<file path="config.mk">
export PLATFORM = sky130hd
export DESIGN_NAME = pcwin_gate
export DESIGN_NICKNAME = d
export VERILOG_FILES = /design/src/rtl/pcwin_pkg.sv /design/src/rtl/pcwin_addr_match.sv /design/src/rtl/pcwin_ctrl.sv /design/src/rtl/pcwin_gate.sv
export SDC_FILE = /design/constraint.sdc
export NUM_CORES = 1
export LEC_CHECK = 0
export CAP_MARGIN = 30
export CORE_AREA = 2 2 39 41
export CTS_BUF_LIST = sky130_fd_sc_hd__clkbuf_8
export DETAILED_ROUTE_END_ITERATION = 16
export DIE_AREA = 0 0 41 43
export GPL_ROUTABILITY_DRIVEN = 0
export HOLD_SLACK_MARGIN = 0.08
export PLACE_DENSITY = 0.6
export SLEW_MARGIN = 10
export SYNTH_ARGS = -nofsm -noshare
export SYNTH_HDL_FRONTEND = slang
export SYNTH_SLANG_ARGS = --single-unit
</file>
<file path="constraint.sdc">
create_clock -name clk -period 0.8 [get_ports clk]
set_input_delay 0.16 -clock clk [delete_from_list [all_inputs] [get_ports clk]]
set_output_delay 0.16 -clock clk [all_outputs]
set_load 0.02 [all_outputs]
</file>
<file path="src/rtl/pcwin_pkg.sv">
`timescale 1ns/1ps
package pcwin_pkg;
   typedef enum logic {
      WIN_IDLE = 1'b0,
      WIN_OPEN = 1'b1
   } win_state_e;

   localparam int HIT_START = 0;
   localparam int HIT_STOP  = 1;
   localparam int N_HITS    = 2;
endpackage

</file>
<file path="src/rtl/pcwin_addr_match.sv">
`timescale 1ns/1ps
module pcwin_addr_match #(
   parameter int              PC_W         = 32,
   parameter logic [PC_W-1:0] ADDR         = '0,
   parameter int              MATCH_STAGES = 0
) (
   input  logic            clk,
   input  logic            rst_n,
   input  logic [PC_W-1:0] pc,
   input  logic            pc_vld,
   output logic            hit
);
   logic eq;
   assign eq = pc_vld && (pc == ADDR);

   if (MATCH_STAGES == 0) begin : g_comb
      assign hit = eq;
   end else begin : g_piped
      logic [MATCH_STAGES:0] pipe;
      assign pipe[0] = eq;
      for (genvar s = 0; s < MATCH_STAGES; s++) begin : g_stage
         always_ff @(posedge clk or negedge rst_n) begin
            if (!rst_n) pipe[s+1] <= 1'b0;
            else        pipe[s+1] <= pipe[s];
         end
      end
      assign hit = pipe[MATCH_STAGES];
   end
endmodule

</file>
<file path="src/rtl/pcwin_ctrl.sv">
`timescale 1ns/1ps
module pcwin_ctrl
   import pcwin_pkg::*;
(
   input  logic clk,
   input  logic rst_n,
   input  logic hit_start,
   input  logic hit_stop,
   output logic running,
   output logic done
);
   win_state_e state_q, state_d;

   always_comb begin
      state_d = state_q;
      unique case (state_q)
         WIN_IDLE: if (hit_start && !hit_stop) state_d = WIN_OPEN;
         WIN_OPEN: if (hit_stop)               state_d = WIN_IDLE;
         default:                              state_d = WIN_IDLE;
      endcase
   end

   always_ff @(posedge clk or negedge rst_n) begin
      if (!rst_n) begin
         state_q <= WIN_IDLE;
         done    <= 1'b0;
      end else begin
         state_q <= state_d;
         done    <= (state_q == WIN_OPEN) && (state_d == WIN_IDLE);
      end
   end

   assign running = (state_q == WIN_OPEN);
endmodule

</file>
<file path="src/rtl/pcwin_gate.sv">
`timescale 1ns/1ps
module pcwin_gate
   import pcwin_pkg::*;
#(
   parameter int              PC_W         = 32,
   parameter logic [PC_W-1:0] START_ADDR   = 'h0000_1040,
   parameter logic [PC_W-1:0] STOP_ADDR    = 'h0000_10A8,
   parameter int              MATCH_STAGES = 0
) (
   input  logic            clk,
   input  logic            rst_n,
   input  logic [PC_W-1:0] pc_ex,
   input  logic            pc_ex_vld,
   output logic            running,
   output logic            done
);
   localparam logic [N_HITS*PC_W-1:0] CMP_ADDRS = {STOP_ADDR, START_ADDR};

   if (PC_W < 8 || PC_W > 64) begin : g_bad_width
      $error("pcwin_gate: PC_W must lie in 8..64");
   end
   if (MATCH_STAGES < 0 || MATCH_STAGES > 4) begin : g_bad_stages
      $error("pcwin_gate: MATCH_STAGES must lie in 0..4");
   end

   logic [N_HITS-1:0] hits;
   logic              hit_start;
   logic              hit_stop;

   for (genvar g = 0; g < N_HITS; g++) begin : g_cmp
      pcwin_addr_match #(
         .PC_W        (PC_W),
         .ADDR        (CMP_ADDRS[g*PC_W +: PC_W]),
         .MATCH_STAGES(MATCH_STAGES)
      ) i_match (
         .clk   (clk),
         .rst_n (rst_n),
         .pc    (pc_ex),
         .pc_vld(pc_ex_vld),
         .hit   (hits[g])
      );
   end

   assign hit_start = hits[HIT_START];
   assign hit_stop  = hits[HIT_STOP];

   pcwin_ctrl i_ctrl (
      .clk      (clk),
      .rst_n    (rst_n),
      .hit_start(hit_start),
      .hit_stop (hit_stop),
      .running  (running),
      .done     (done)
   );
endmodule

</file>
**Word-level counts from Yosys, hierarchy flattened**

Index checks and enable logic that the tools add are counted.

- Logic and storage cells: 14
- Bits in registers: 2
- Input port bits: 35

- Muxes and demuxes: 3
- Reduce and logical (&&, ||, !) cells: 5
- Equal/unequal tests: 2
- Bitwise gates (word level): 2

Operators with widths:

| cell | number |
|---|---|
| $eq A32 B13 Y1 const B | 2 |
| $logic_and A1 B1 Y1 | 4 |
| $mux W1 | 2 |
| $not A1 Y1 | 2 |
| $pmux W1 S2 | 1 |
| $logic_not A1 Y1 | 1 |

**Logic depth before layout (Yosys ltp)**

- Depth in word-level cells: 8
- Depth in mapped cells: 4

**Cells and area by module**

A second synthesis with hierarchy kept.

- Cells, all modules: 28
- Area total of the unflattened synthesis: 279.0 um^2

Modules (own cells, without submodules):

| module | sequential area each (um^2) | area an instance (um^2) | instances | cells an instance |
|---|---|---|---|---|
| pcwin_addr_match at g_cmp[1].i_match | 0.0 | 115.1 | 1 | 12 |
| pcwin_addr_match at g_cmp[0].i_match | 0.0 | 96.3 | 1 | 12 |
| pcwin_ctrl | 50.0 | 67.6 | 1 | 4 |

**Worst setup path after synthesis**

OpenSTA, ideal clock, no wires.

- Path kind: input -> register
- From: input pc_ex[3]
- To: register i_ctrl.state_q, in the netlist i_ctrl.running
- Stages on the path: 3
- Data arrival time: 0.926 ns
- Buffers on the path: 0
- Path slack: -0.199 ns
- Cell sequence: or4b_4 nor3_2 a2bb2oi_2

- Word-level cells in the longest chain between the ends: 6

Ends and longest elaborated chain:

| item | RTL line | source |
|---|---|---|
| from (decl) | pcwin_gate.sv:12 | `input logic [PC_W-1:0] pc_ex,` |
| $eq A32 B13 Y1 | pcwin_addr_match.sv:14 | `assign eq = pc_vld && (pc == ADDR);` |
| $logic_and A1 B1 Y1 | pcwin_addr_match.sv:14 |  |
| $logic_not A1 Y1 | pcwin_ctrl.sv:17 | `WIN_IDLE: if (hit_start && !hit_stop) state_d = WIN_OPEN;` |
| $logic_and A1 B1 Y1 | pcwin_ctrl.sv:17 |  |
| $mux W1 | pcwin_ctrl.sv:17 |  |
| $pmux W1 S2 * | pcwin_ctrl.sv:16 | `unique case (state_q)` |
| via i_ctrl.state_d | pcwin_ctrl.sv:12 | `win_state_e state_q, state_d;` |
| to (signal assigned) | pcwin_ctrl.sv:28 | `state_q <= state_d;` |
| to (decl) | pcwin_ctrl.sv:12 |  |

Mark *: on every way through the listed nets, which the timed path passes. The rest lies on a longest branch.

**Worst setup path in the final report**

Same ends and word-level chain as after synthesis.

==> results.py <==
metrics = {
    "route": {
        "drt-vias-per-instance": 4.351,
        "routed_wire_length_per_instance_um": 9.311,
        "drt_iter0_drc": 0,
        "dr_wl_met2_um": 321,
        "drc_errors": 0,
        "wirelength_um": 689,
        "met3WireLength_um": 97,
        "drt_first_pass_iters": 1,
        "postRouteAntennaNets": 0,
        "dr_total_vias": 322,
        "highest-signal-layer": "met3",
        "wirelength_met1_um": 270,
    },
    "outcome": {
        "outcome": "finished, violations left",
        "violations_in_the_final_reports": "setup timing",
    },
    "synthesis": {
        "synth-warning-count": 0,
        "synthTopCellsByArea": "sky130_fd_sc_hd__dfrtp_1 29%, sky130_fd_sc_hd__nor4_1 14%, sky130_fd_sc_hd__nor4b_1 10%",
        "synth_xor_area_share_pct": 0,
        "yosys-mux-area-fraction_pct": 0,
        "post_syn_nets": 53,
        "postSynthRegisterBits": 2,
        "synth-simple-area-share_pct": 62.32,
        "synthesis.area_per_instance_um2": 9.593,
        "synth-compound-area-share_pct": 8.696,
        "synth_top_area_cell": "sky130_fd_sc_hd__dfrtp_1",
        "main_combinational_cell_family_by_area_after_synthesis": "simple AND/OR/NAND/NOR gates",
        "synth_seq_area_share_pct": 28.99,
        "syn-cell-area_um2": 172.7,
        "synthDistinctLibCells": 11,
        "top_cell_type_s_share_of_synthesized_area_pct": 28.99,
        "synthesis.instances": 18,
        "synth-adder-area-share_pct": 0,
    },
    "setup_path": {
        "worstSetupStartpointType": "input port",
        "critical_path_required_ns": 0.93,
        "timing.critical_path.max_delay_family": "simple AND/OR/NAND/NOR gates",
        "worst_reg2reg_endpoint": "i_ctrl.running",
        "r2r_cells": 2,
        "crit-reg2reg-launch": "i_ctrl.running",
        "timing.critical_path.cells": "buf_6, or4b_4, nor3_4, a2bb2oi_2",
        "worstSetupStartpoint": "pc_ex[3]",
        "crit_arrival_ns": 1.13,
        "cp_max_fo": 2,
        "ff2ff_setup_slack_ns": 0.01,
        "worstSetupPathType": "input port to flop",
        "count_of_buffering_cells_on_the_critical_path_with_inverters_included": 1,
        "critPathCaptureType": "flop",
        "critPathMaxStageDelay_ns": 0.54,
        "slowest_stage_cell_on_the_critical_path": "sky130_fd_sc_hd__or4b_4",
    },
    "clock_network": {
        "htree_num_levels": 1,
        "cts_root_buffer": "sky130_fd_sc_hd__clkbuf_8",
        "clk_latency_ns": 0.20,
        "numClockSinks": 2,
        "cts.repair_timing.setup_buffer_count": 0,
        "cts.reportedPaths.clkPinSlew_ns": 0.03,
        "tritoncts": "done",
        "count_of_hold_buffers_inserted_by_post_cts_repair": 0,
        "clockBufferDepth": 2,
        "cts_inserted_buffers": 3,
    },
    "cells_and_area": {
        "antenna-diode-count": 0,
        "nNetsFinal": 95,
        "post_route_cells_drive_above_1_share_pct": 67.24,
        "finish.utilization_pct": 47.20,
        "layout.cells.non_filler": 74,
        "area_growth_from_synthesis_to_final_layout_pct": 278.3,
    },
    "floorplanning": {
        "initial_utilization_pct": 12.48,
        "die_height_um": 43,
        "die_area_um2": 1763,
        "floorplan_die_width_um": 41,
        "floorplan.rows": 14,
        "placeableCoreArea_um2": 1384,
        "ioPinCount": 37,
    },
    "global_route": {
        "grt_use_total_pct": 9.218,
        "grt_overflow_total": 0,
        "wire_length_of_the_first_global_routing_pass_um": 1145,
        "number_of_antenna_violations_at_the_first_check_in_global_routing": 0,
        "first_global_vias": 343,
        "pin_count_of_the_biggest_net_entering_global_routing": 3,
    },
    "pwr": {
        "total_leakage_power_nw": 0.2947,
        "power_density_nw_per_um2": 1021,
        "vdd_drop_max_mv": 0.3476,
    },
    "placement": {
        "buffer_ports.inserted": 36,
        "number_of_placed_instances_with_taps_included": 71,
    },
    "timing": {
        "hold_violations": 0,
        "timing_worst_slew_pin_value_ns": 0.2140,
        "setup_ws_ns": -0.2058,
        "max_frequency_ghz": 0.9942,
        "final_slew_violations": 0,
        "min_period_over_period_pct": 125.7,
        "final.setup_skew_ns": 0.0001876,
        "max-slew-margin-rel_pct": 85.69,
        "finalSetupViolations": 4,
        "unrepaired_setup_endpoints_after_global_routing": "yes",
        "final.min_clock_period_ns": 1.006,
    },
    "flow_run": {
        "timing.max_cap.violations": 0,
    },
    "min_path": {
        "worstHoldPathType": "input port to asynchronous set/reset pin",
    },
}
-- flip-flops by register name, indices dropped and copies added (netlist names) --
signal          cells
i_ctrl.done         1
i_ctrl.running      1
-- layout make-up --
type / count / area, um^2
flip-flops and latches: 2 / 50.05
repair buffers: 37 / 324.1
multi-input cells: 16 / 217.7
well taps: 16 / 20.02
clock buffers: 3 / 41.29
fillers: 141 / 730.7
-- cell usage after synthesis --
library cell / count
sky130_fd_sc_hd__and3_1: 1
sky130_fd_sc_hd__nand4_1: 2
sky130_fd_sc_hd__nor4_1: 4
sky130_fd_sc_hd__and4b_1: 1
sky130_fd_sc_hd__nor3_1: 1
sky130_fd_sc_hd__nor2_1: 2
sky130_fd_sc_hd__nor3_2: 1
sky130_fd_sc_hd__a2bb2oi_2: 1
sky130_fd_sc_hd__or4b_4: 1
sky130_fd_sc_hd__dfrtp_1: 2
sky130_fd_sc_hd__nor4b_1: 2
-- cells by family after synthesis --
kind of cell	after synthesis
compound gates	1
flops	2
simple gates	15
-- worst register-to-register path, delay by kind of cell, from the launching register on --
family	cells	cell delay, ns
flip-flops	1	0.38
buffers and inverters	1	0.14
AO/OA/AOI/OAI	1	0.15
-- worst max-delay path by stage --
| stage | slack, ns | endpoint | cells after the start |
|---|---|---|---|
| 2_1_floorplan | -0.20 | i_ctrl.running | 3 |
| 3_3_place_gp | -0.68 | i_ctrl.done | 5 |
| 3_5_place_dp | -0.71 | i_ctrl.running | 5 |
| 4_1_cts | -0.19 | i_ctrl.running | 4 |
| 5_1_grt | -0.23 | i_ctrl.running | 4 |
| 6_report | -0.21 | i_ctrl.running | 4 |
-- power breakdown --
group | switching (W) | leakage [nW] | internal [W] | total, W
Sequential | 0.000000000000613 | 0.0280 | 0.000102 | 0.000102
Combinational | 0.0000578 | 0.245 | 0.000128 | 0.000186
Clock | 0.0000625 | 0.0216 | 0.000317 | 0.000379
Total | 0.000120 | 0.295 | 0.000546 | 0.000667
-- stage by stage --
stage                     worst slack (ns)  setup TNS, ns   power, W  cell area [um^2]  hold WS [ns]
after floorplan                    -0.1987        -0.3266  0.0001223             206.4       -0.1356
after global placement             -0.6756         -1.860  0.0002996             594.3        0.3360
after detailed placement           -0.7055         -1.937  0.0003008             594.3        0.3338
after CTS                          -0.1922        -0.4669  0.0006586             613.1        0.1237
after global routing               -0.2318        -0.6247  0.0007049             653.1        0.1226
final                              -0.2058        -0.4648  0.0006667             653.1        0.1211
-- placed cells by master (no fill, tap or decap), drive strengths merged --
cell type	synthesis	final
a2bb2oi	1	1
dfrtp	2	2
dlygate4sd2	0	4
clkdlybuf4s50	0	1
nor2	2	2
clkbuf	0	3
nand4	2	2
and3	1	1
buf	0	25
nor4b	2	2
nor3	2	2
and4b	1	1
nor4	4	4
or4b	1	1
clkdlybuf4s15	0	7
-- what timing repair did --
item,CTS,global route
endpoints found under the setup margin,4,4
pin swaps,15,9
gates resized for setup,123,7
-- routing by layer --
metal | vias up | GRT usage (%)
li1 | 159 | -
met1 | 139 | 11.18
met2 | 24 | 15.00
met3 | 0 | 1.571
met4 | 0 | 4.000
met5 | - | 0
Note: power is estimated with default switching activity, not from simulation.
